===== src/rtl/pcg_pkg.sv =====
package pcg_pkg;

    // Default geometry of the control word
    localparam int unsigned PCG_DATA_W  = 32;
    localparam int unsigned PCG_NUM_AUX = 4;

    // Per-cycle gating decision handed from the register to the enable logic
    typedef struct packed {
        logic master_off;   // effective master gate, already wake-adjusted
        logic gpio_off;     // GPIO / analog-clock gate
        logic hib;          // hibernate forces analog clock off
    } pcg_gate_t;

    // Reset image: every individual gate set, master clear
    function automatic logic [PCG_DATA_W-1:0] pcg_reset_word(input int unsigned n_aux);
        logic [PCG_DATA_W-1:0] w;
        w = '0;
        for (int unsigned i = 0; i <= n_aux; i++) w[i] = 1'b1;
        return w;
    endfunction

endpackage


===== src/rtl/pcg_ctl_reg.sv =====
module pcg_ctl_reg
    import pcg_pkg::*;
#(
    parameter int unsigned DATA_W  = PCG_DATA_W,
    parameter int unsigned NUM_AUX = PCG_NUM_AUX
) (
    input  logic               clk,
    input  logic               rst,
    input  logic               wr,
    input  logic               rd,
    input  logic [DATA_W-1:0]  wdata,
    input  logic               wake,
    output logic [DATA_W-1:0]  rdata,
    output logic [NUM_AUX-1:0] aux_q,
    output logic               gpio_q,
    output logic               master_q,
    output logic               master_eff
);
    localparam int unsigned GPIO_BIT   = NUM_AUX;
    localparam int unsigned MASTER_BIT = NUM_AUX + 1;
    localparam int unsigned USED_W     = NUM_AUX + 2;

    logic clr_master;
    logic unused_wdata;

    assign unused_wdata = ^wdata[DATA_W-1:USED_W];

    // A peripheral access or a readback of this word wakes everything
    assign clr_master = wake | rd;
    assign master_eff = master_q & ~clr_master;

    always_ff @(posedge clk) begin
        if (rst) begin
            aux_q    <= '1;
            gpio_q   <= 1'b1;
            master_q <= 1'b0;
        end else begin
            if (wr) begin
                aux_q  <= wdata[NUM_AUX-1:0];
                gpio_q <= wdata[GPIO_BIT];
            end
            if (clr_master)
                master_q <= 1'b0;
            else if (wr)
                master_q <= wdata[MASTER_BIT];
        end
    end

    always_comb begin
        logic [DATA_W-1:0] img;
        img                = '0;
        img[NUM_AUX-1:0]   = aux_q;
        img[GPIO_BIT]      = gpio_q;
        img[MASTER_BIT]    = master_eff;
        rdata              = rd ? img : '0;
    end

endmodule


===== src/rtl/pcg_enable_gen.sv =====
module pcg_enable_gen
    import pcg_pkg::*;
#(
    parameter int unsigned NUM_AUX = PCG_NUM_AUX
) (
    input  pcg_gate_t          gate,
    input  logic [NUM_AUX-1:0] aux_off,
    output logic [NUM_AUX-1:0] aux_en,
    output logic               gpio_en,
    output logic               analog_en
);
    genvar g;
    generate
        for (g = 0; g < NUM_AUX; g++) begin : g_aux
            assign aux_en[g] = ~gate.master_off & ~aux_off[g];
        end
    endgenerate

    assign gpio_en   = ~gate.master_off & ~gate.gpio_off;
    assign analog_en = gpio_en & ~gate.hib;

endmodule


===== src/rtl/pcg_top.sv =====
module pcg_top
    import pcg_pkg::*;
#(
    parameter int unsigned DATA_W  = PCG_DATA_W,
    parameter int unsigned NUM_AUX = PCG_NUM_AUX
) (
    input  logic               clk,
    input  logic               rst,
    input  logic               reg_wr,
    input  logic               reg_rd,
    input  logic [DATA_W-1:0]  reg_wdata,
    output logic [DATA_W-1:0]  reg_rdata,
    input  logic               periph_access,
    input  logic               hibernate,
    output logic [NUM_AUX-1:0] aux_clk_en,
    output logic               gpio_clk_en,
    output logic               analog_clk_en
);
    logic [NUM_AUX-1:0] aux_q;
    logic               gpio_q;
    logic               master_q;
    logic               master_eff;
    pcg_gate_t          gate;

    pcg_ctl_reg #(.DATA_W(DATA_W), .NUM_AUX(NUM_AUX)) u_reg (
        .clk        (clk),
        .rst        (rst),
        .wr         (reg_wr),
        .rd         (reg_rd),
        .wdata      (reg_wdata),
        .wake       (periph_access),
        .rdata      (reg_rdata),
        .aux_q      (aux_q),
        .gpio_q     (gpio_q),
        .master_q   (master_q),
        .master_eff (master_eff)
    );

    always_comb begin
        gate.master_off = master_eff;
        gate.gpio_off   = gpio_q;
        gate.hib        = hibernate;
    end

    pcg_enable_gen #(.NUM_AUX(NUM_AUX)) u_en (
        .gate      (gate),
        .aux_off   (aux_q),
        .aux_en    (aux_clk_en),
        .gpio_en   (gpio_clk_en),
        .analog_en (analog_clk_en)
    );

endmodule


===== config.mk =====
export PLATFORM = sky130hd
export DESIGN_NAME = pcg_top
export DESIGN_NICKNAME = d
export VERILOG_FILES = /design/src/rtl/pcg_pkg.sv /design/src/rtl/pcg_ctl_reg.sv /design/src/rtl/pcg_enable_gen.sv /design/src/rtl/pcg_top.sv
export SDC_FILE = /design/constraint.sdc
export NUM_CORES = 1
export LEC_CHECK = 0
export CORE_AREA = 2 2 39 41
export CTS_BUF_LIST = sky130_fd_sc_hd__clkbuf_4 sky130_fd_sc_hd__clkbuf_8 sky130_fd_sc_hd__clkbuf_16
export DETAILED_ROUTE_END_ITERATION = 7
export DIE_AREA = 0 0 41 43
export DONT_BUFFER_PORTS = 1
export GPL_TIMING_DRIVEN = 0
export HOLD_SLACK_MARGIN = 0.12
export PLACE_DENSITY = 0.61
export SLEW_MARGIN = 0
export SYNTH_ARGS = -nofsm -noshare
export SYNTH_HDL_FRONTEND = slang
export SYNTH_HIERARCHICAL = 1
export SYNTH_SLANG_ARGS = --single-unit

===== constraint.sdc =====
create_clock -name clk -period 1.5 [get_ports clk]
set_clock_uncertainty 0.15 [all_clocks]
set_input_delay 0.075 -clock clk [delete_from_list [all_inputs] [get_ports clk]]
set_output_delay 0.075 -clock clk [all_outputs]
set_load 0.03 [all_outputs]

# == Yosys cells after proc, flatten, opt, wreduce, memory -nomap -nowiden ==
# Cells that the tools add are included.
# totals
reg_bits,6
word_cells,21
output_inout_bits,38
# op_classes
reduce_logical,1
muxes,1
n_bitwise,16
# op_table
op,count
1-bit inverter,8
1-bit AND,7
6-bit two-way mux,1
2-bit OR reduction,1
1-bit bitwise OR,1

# == Depth between registers and ports, before layout ==
# Gate-level depths: netlist (run 1).
# logic_depth
depth_word,6
depth_mapped,3
depth_no_buf,2

# == By module ==
# Netlist (run 1), hierarchy kept.
# by_module_without_submodules
module,n_inst,cells_per_inst,area_per_inst_um2
pcg_ctl_reg,1,53,474.2
pcg_enable_gen,1,6,28.8

# == Worst setup path before layout (run 1) ==
# OpenSTA, ideal clock, no wires.
# synth_timing
kind,register to output
start,register u_reg.master_q
end,output port aux_clk_en[0]
t_required_ps,1275
path_buffers,0
stages_incl_launch_ff,3
slack_ps,219
arrival_ps,1056
cell_sequence,dfxtp_1 > nor3b_1 > nor2_1
# synth_between
elab_chain_cells,3
# synth_lines
item,line,text
start: declaration,pcg_ctl_reg.sv:16,"output logic master_q,"
start signal: assignment,pcg_ctl_reg.sv:45,master_q <= wdata[MASTER_BIT];
1-bit AND,pcg_ctl_reg.sv:30,assign master_eff = master_q & ~clr_master;
via master_eff,pcg_top.sv:22,logic master_eff;
1-bit inverter,pcg_enable_gen.sv:15,assign aux_en[g] = ~gate.master_off & ~aux_off[g];
1-bit AND,pcg_enable_gen.sv:15,
end: declaration,pcg_top.sv:15,"output logic [NUM_AUX-1:0] aux_clk_en,"
# The timed path passes the listed nets, and every way through them passes these cells.

# == Worst setup path in the final report (run 1) ==
# layout_timing
start,register u_reg.master_q
end,output port aux_clk_en[2]
# The elaborated chain is that of the path after synthesis.

==> impl_metrics.py, run 1 <==
metrics = {
    "status": {
        "status": "completed",
    },
    "synthesis": {
        "syn_area_um2": 503.0,
        "synth_top_area_cell": "buf_4",
        "syn_avg_cell_area_um2": 8.525,
        "ys_types": 12,
        "seq_area_frac_synth_pct": 23.88,
        "netlist_instances": 59,
        "yosysTopAreaCellShare_pct": 40.30,
        "synth_seq_cells": 6,
        "yosysWarnings": 6,
        "synthTopCellsByArea": "buf_4 (40%), dfxtp_1 (24%), a211o_1 (8.7%)",
    },
    "sta": {
        "tns_ns": 0,
        "finalSetupViolCount": 0,
        "clock.fmax_mhz": 702.1,
        "slew_viol_final": 0,
        "fin_crit_sh_pct": 94.95,
        "fin_crit_ns": 1.424,
        "max_slew.worst_pin.slew_ns": 0.5617,
        "hold_violations": 0,
        "relSlewSlack_pct": 62.42,
        "rsz0062_at_grt": "no",
        "fin_hold_ws_ns": 0.2387,
    },
    "place": {
        "dpl_cell_area_um2": 620.6,
        "gp_congestion": 0.6190,
        "dp_hpwl_um": 727.8,
        "numPortBuffers": 0,
    },
    "cells_and_area": {
        "antennaDiodeCount": 0,
        "final_nets": 139,
        "areaGrowthSynthToFinish_pct": 53.48,
        "stdcell_area_um2": 772.0,
        "final_layout_size_suffix_gt1_share_pct": 35.35,
    },
    "setup_path": {
        "worst-path-max-fanout": 6,
        "cpPeakStageDelay_ns": 0.46,
        "path_cells": "nor3b_4 > nor2_1",
        "start_kind": "flop",
        "ff2ff_path_depth": 3,
        "critPathRequiredTime_ns": 1.27,
        "crit_type": "reg2out",
        "cp.arrival_ns": 1.20,
        "cp_slowest_cell": "nor2_1",
        "cp.depth": 2,
        "path_delay_family": "simple AND/OR/NAND/NOR gates",
        "worst-path-buf-inv": 0,
        "end_kind": "output port",
    },
    "pwr": {
        "p_total_uw": 587.7,
        "cellPowerDensity_mw_per_mm2": 761.3,
        "p_leak_uw": 0.0004256,
        "peakVddDrop_v": 0.0003639,
    },
    "cts": {
        "cts_buffers": 3,
        "cts_buffer_depth": 2,
        "cts.clk_slew.worst_paths_ns": 0.05,
        "clkLatencyLatePin_ns": 0.25,
        "cts_tree": "yes",
        "cts.sinks": 6,
        "cts_root_buf": "clkbuf_4",
        "htreeDepth": 1,
    },
    "die": {
        "ios": 76,
        "die_w_um": 41,
        "placementRows": 14,
        "fp.coreArea_mm2": 0.001384,
        "die_y_um": 43,
        "start_util_pct": 36.35,
        "dieArea_mm2": 0.001763,
    },
    "global_route": {
        "grt-ovfl-total": 0,
        "grt_start_max_net_pins": 10,
        "antenna_found_initial": 0,
        "grt_pass1_vias": 318,
        "grt_pass1_wl_um": 1373,
        "grtUsageTotal_pct": 11.58,
    },
    "flow_run": {
        "cap_violations": 0,
    },
    "routing": {
        "dr.pass1.iters": 4,
        "drt_iter0_drc": 9,
        "wirelength_um": 1030,
        "vias": 422,
        "via_per_inst": 3.670,
        "wire_per_inst_um": 8.957,
        "drt.antenna.violating_nets": 0,
        "drc": 0,
    },
    "worst_hold_path": {
        "hold_path.class": "in2out",
        "whs_path_depth": 1,
    },
}
## cell usage in the layout (no fill, tap or decap), drive strengths merged
| cell | count |
|---|---|
| buf | 28 |
| conb | 27 |
| dlygate4sd3 | 11 |
| dfxtp | 6 |
| nor2 | 5 |
| and2 | 5 |
| nor2b | 5 |
| a211o | 5 |
| clkbuf | 3 |
| nor3 | 1 |
| nor3b | 1 |
| mux2i | 1 |
| nor4 | 1 |
## routing by layer
layer | wire (um) | track usage (%) | vias up | share of wire, %
met5 | 0 | 0 | - | 0
met2 | 505 | 17.19 | 35 | 49
met3 | 154 | 2.618 | 4 | 15
met1 | 353 | 13.96 | 165 | 34
li1 | - | - | 218 | -
met4 | 16 | 8.000 | 0 | 1.6
## power by group
| group | internal [uW] | switching (uW) |
|---|---|---|
| logic | 88.3 | 164 |
| clock network | 91.1 | 66.9 |
| registers | 170 | 7.44 |
| total | 350 | 238 |
## logic make-up after synthesis
group,synth area share (%)
muxes,1.990
buffers and inverters,42.54
AOI/OAI and AO/OA,8.706
DFF,23.88
and+or+nand+nor,22.14
other,0.7456
## per-stage QoR
step | setup WS (ns) | utilization (%) | std cells
after global routing | 0.01022 | 55.79 | 115
after detailed placement | -0.04309 | 44.85 | 101
final | 0.07569 | 55.79 | 115
after CTS | 0.01916 | 54.79 | 115
after floorplan | 0.2190 | - | 85
after global placement | -0.03150 | 44.85 | 101
## registers in the layout (all words and copies together) (netlist names)
| signal | flops |
|---|---|
| u_reg/aux_q | 4 |
| u_reg/gpio_q | 1 |
| u_reg/master_q | 1 |
## synthesized netlist by cell type
master,count
a211o_1,5
buf_4,27
nor4_2,1
conb_1,1
and2_1,5
buf_6,1
dfxtp_1,6
nor2b_1,5
nor2_1,5
mux2i_1,1
nor3b_1,1
nor3_2,1
## area by class of cell
type	instances	area [um2]
Timing Repair Buffer	11	110.1
Buffer	28	214.0
Tap cell	16	20.02
Multi-Input combinational cell	51	284.0
Fill cell	133	611.8
Sequential cell	6	121.4
Clock buffer	3	22.52
## worst register-to-register path, delay by kind of cell, from the launching register on
family / cells / cell delay [ns]
multiplexers: 1 / 0.16
AND/OR/NAND/NOR: 1 / 0.05
flip-flops: 1 / 0.31
buffers and inverters: 1 / 0.55
## what timing repair did
item / in CTS / in global routing
endpoints found under the setup margin: 6 / 7
resized for setup: 1 / 3
endpoints found under the hold margin: 7 / 1
hold buffers: 11 / 1
setup buffers: 0 / 0
pin swaps: 0 / 1
## worst paths after layout
| path | startpoint | endpoint | slack, ns |
|---|---|---|---|
| worst min register to register | u_reg/aux_q[3]$_SDFFE_PP1P_ | u_reg/aux_q[3]$_SDFFE_PP1P_ | 0.44 |
| worst min-delay path | reg_rd | reg_rdata[3] | 0.24 |
| worst max register to register | u_reg/master_q$_SDFFE_PP0P_ | u_reg/master_q$_SDFFE_PP0P_ | 0.16 |
| worst max-delay path | u_reg/master_q$_SDFFE_PP0P_ | aux_clk_en[2] | 0.08 |
(Power assumes the default switching activity.)
==> run 2, diff against run 1 <==
clock period = 1.4 ns   (was 1.5 ns; I/O delays follow)
==> run 2 against run 1 <==
Compared with the run above:
- cell area rose by 4.7%
- critical endpoint is now analog_clk_en
- worst hold slack worse by 0.010 ns
- wire length fell by 2.4%
- combinational power is 9.5% higher
- clock power barely moved
- total power increased by 7.0%
- die area did not move
==> impl_metrics.py, run 2 (synthesis gave the netlist of run 1 again) <==
metrics = {
    "setup_path": {
        "critPathRequiredTime_ns": 1.18,
        "cp_slowest_cell": "nor3_4",
        "end_kind": "output port",
        "worst-path-buf-inv": 1,
        "crit_type": "reg2out",
        "reg2reg_slack_ns": 0.44,
        "path_cells": "nor3b_4 > buf_6 > nor3_4",
        "path_delay_family": "simple AND/OR/NAND/NOR gates",
        "worst-path-max-fanout": 3,
        "start_kind": "flop",
        "cpPeakStageDelay_ns": 0.33,
        "cp.arrival_ns": 1.16,
    },
    "cells_and_area": {
        "areaGrowthSynthToFinish_pct": 60.70,
        "final_nets": 141,
        "mostFrequentLayoutCells": "buf_4 (28), conb_1 (27), dlygate4sd3_1 (11)",
        "stdcell_area_um2": 808.3,
        "largest_register_ffs": 4,
        "largest_register": "u_reg/aux_q",
        "final_cells": 117,
        "final_common_cell": "buf_4",
        "reg_top3": "u_reg/aux_q (4), u_reg/gpio_q (1), u_reg/master_q (1)",
        "antennaDiodeCount": 0,
        "final_layout_size_suffix_gt1_share_pct": 41.58,
        "post-route-util_pct": 58.41,
    },
    "pwr": {
        "cellPowerDensity_mw_per_mm2": 777.7,
        "clock_power_share_pct": 25.5,
        "combPwrFrac_pct": 43.8,
        "peakVddDrop_v": 0.0004268,
        "internal-power_uw": 377.7,
        "switching_share_pct": 39.91,
        "p_leak_uw": 0.0004350,
        "seqPwrFrac_pct": 30.6,
        "p_switching_uw": 250.9,
    },
    "status": {
        "status": "completed",
    },
    "sta": {
        "slew_viol_final": 0,
        "clock.fmax_mhz": 725.8,
        "fin_crit_sh_pct": 98.41,
        "fin_crit_ns": 1.378,
        "finalSetupViolCount": 0,
        "setup_ws_ns": 0.02222,
        "rsz0062_at_grt": "yes",
        "hold_violations": 0,
    },
    "place": {
        "dp_hpwl_um": 727.8,
        "preCtsSetupSlack_ns": -0.1381,
        "numPortBuffers": 0,
        "dp.cells": 101,
        "gp_congestion": 0.6190,
        "dpl_cell_area_um2": 620.6,
    },
    "global_route": {
        "grt-ovfl-total": 0,
        "grt_pass1_vias": 341,
        "antenna_found_initial": 0,
        "grt_pass1_wl_um": 1386,
        "grt_start_max_net_pins": 11,
        "grtUsageTotal_pct": 11.52,
    },
    "die": {
        "die_w_um": 41,
        "ios": 76,
        "dieArea_mm2": 0.001763,
        "die_y_um": 43,
        "start_util_pct": 36.35,
        "placementRows": 14,
        "fp.coreArea_mm2": 0.001384,
    },
    "routing": {
        "drt_iter0_drc": 3,
        "wire_per_inst_um": 8.590,
        "drt.antenna.violating_nets": 0,
        "dr.pass1.iters": 2,
        "wirelength_um": 1005,
        "via_per_inst": 3.556,
        "drc": 0,
        "vias": 416,
    },
    "worst_hold_path": {
        "hold_path.class": "in2out",
    },
    "cts": {
        "cts_buffer_depth": 2,
        "cts_buffers": 3,
        "htreeDepth": 1,
        "cts_tree": "yes",
        "cts_root_buf": "clkbuf_4",
        "cts.sinks": 6,
        "clkLatencyLatePin_ns": 0.24,
        "cts.clk_slew.worst_paths_ns": 0.05,
    },
    "flow_run": {
        "cap_violations": 0,
    },
}
-- run 2: path summary, 6_finish.rpt --
kind | cells after the start | to | startpoint
setup / recovery | 3 | analog_clk_en | u_reg/master_q$_SDFFE_PP0P_
hold / removal | 1 | reg_rdata[3] | reg_rd
setup reg to reg | 2 | u_reg/gpio_q$_SDFFE_PP1P_ | u_reg/gpio_q$_SDFFE_PP1P_
hold reg to reg | 2 | u_reg/master_q$_SDFFE_PP0P_ | u_reg/master_q$_SDFFE_PP0P_
-- run 2: repair_timing --
| item | in CTS | in global routing |
|---|---|---|
| hold buffers | 11 | 0 |
| buffers inserted | 0 | 4 |
| gates resized for setup | 3 | 8 |
| hold endpoints to repair | 7 | 0 |
| pin swaps | 0 | 1 |
| endpoints found under the setup margin | 6 | 5 |
| cloned | 0 | 0 |
-- run 2: metrics by stage --
stage	setup TNS (ns)	hold WS, ns	power (uW)
after CTS	-0.07495	0.2293	628.7
after global placement	-0.6406	-0.007143	431.0
after detailed placement	-0.7058	-0.007105	431.5
after global routing	-0.06287	0.2294	658.5
final	0	0.2287	628.6
after floorplan	0	-0.009629	424.9
-- run 2: cell type report --
class / count / area [um2]
Fill cell: 144 / 575.6
Buffer: 28 / 214.0
Timing Repair Buffer: 13 / 128.9
Tap cell: 16 / 20.02
Multi-Input combinational cell: 51 / 301.5
Clock buffer: 3 / 22.52
Sequential cell: 6 / 121.4
-- run 2: routing by layer --
metal | part of all wire [%] | up-vias | routed length [um] | track usage (%)
met5 | 0 | - | 0 | 0
met4 | 0 | 0 | 0 | 8.000
met3 | 15 | 0 | 151 | 3.665
met2 | 50 | 28 | 507 | 16.88
met1 | 34 | 168 | 346 | 13.44
li1 | - | 220 | - | -
-- run 2: worst register-to-register path, cell delays in order, from the launching register on --
cell and delay [ns]:
dfxtp_1 0.35, nor2b_1 0.14, a211o_1 0.21
-- run 2: power by group through the flow --
stage	sequential (uW)	clock (uW)	combinational (uW)
global route	194	172	292
finish	192	160	276
detailed placement	192	0	239
global placement	192	0	239
CTS	190	169	270
floorplan	190	0	234
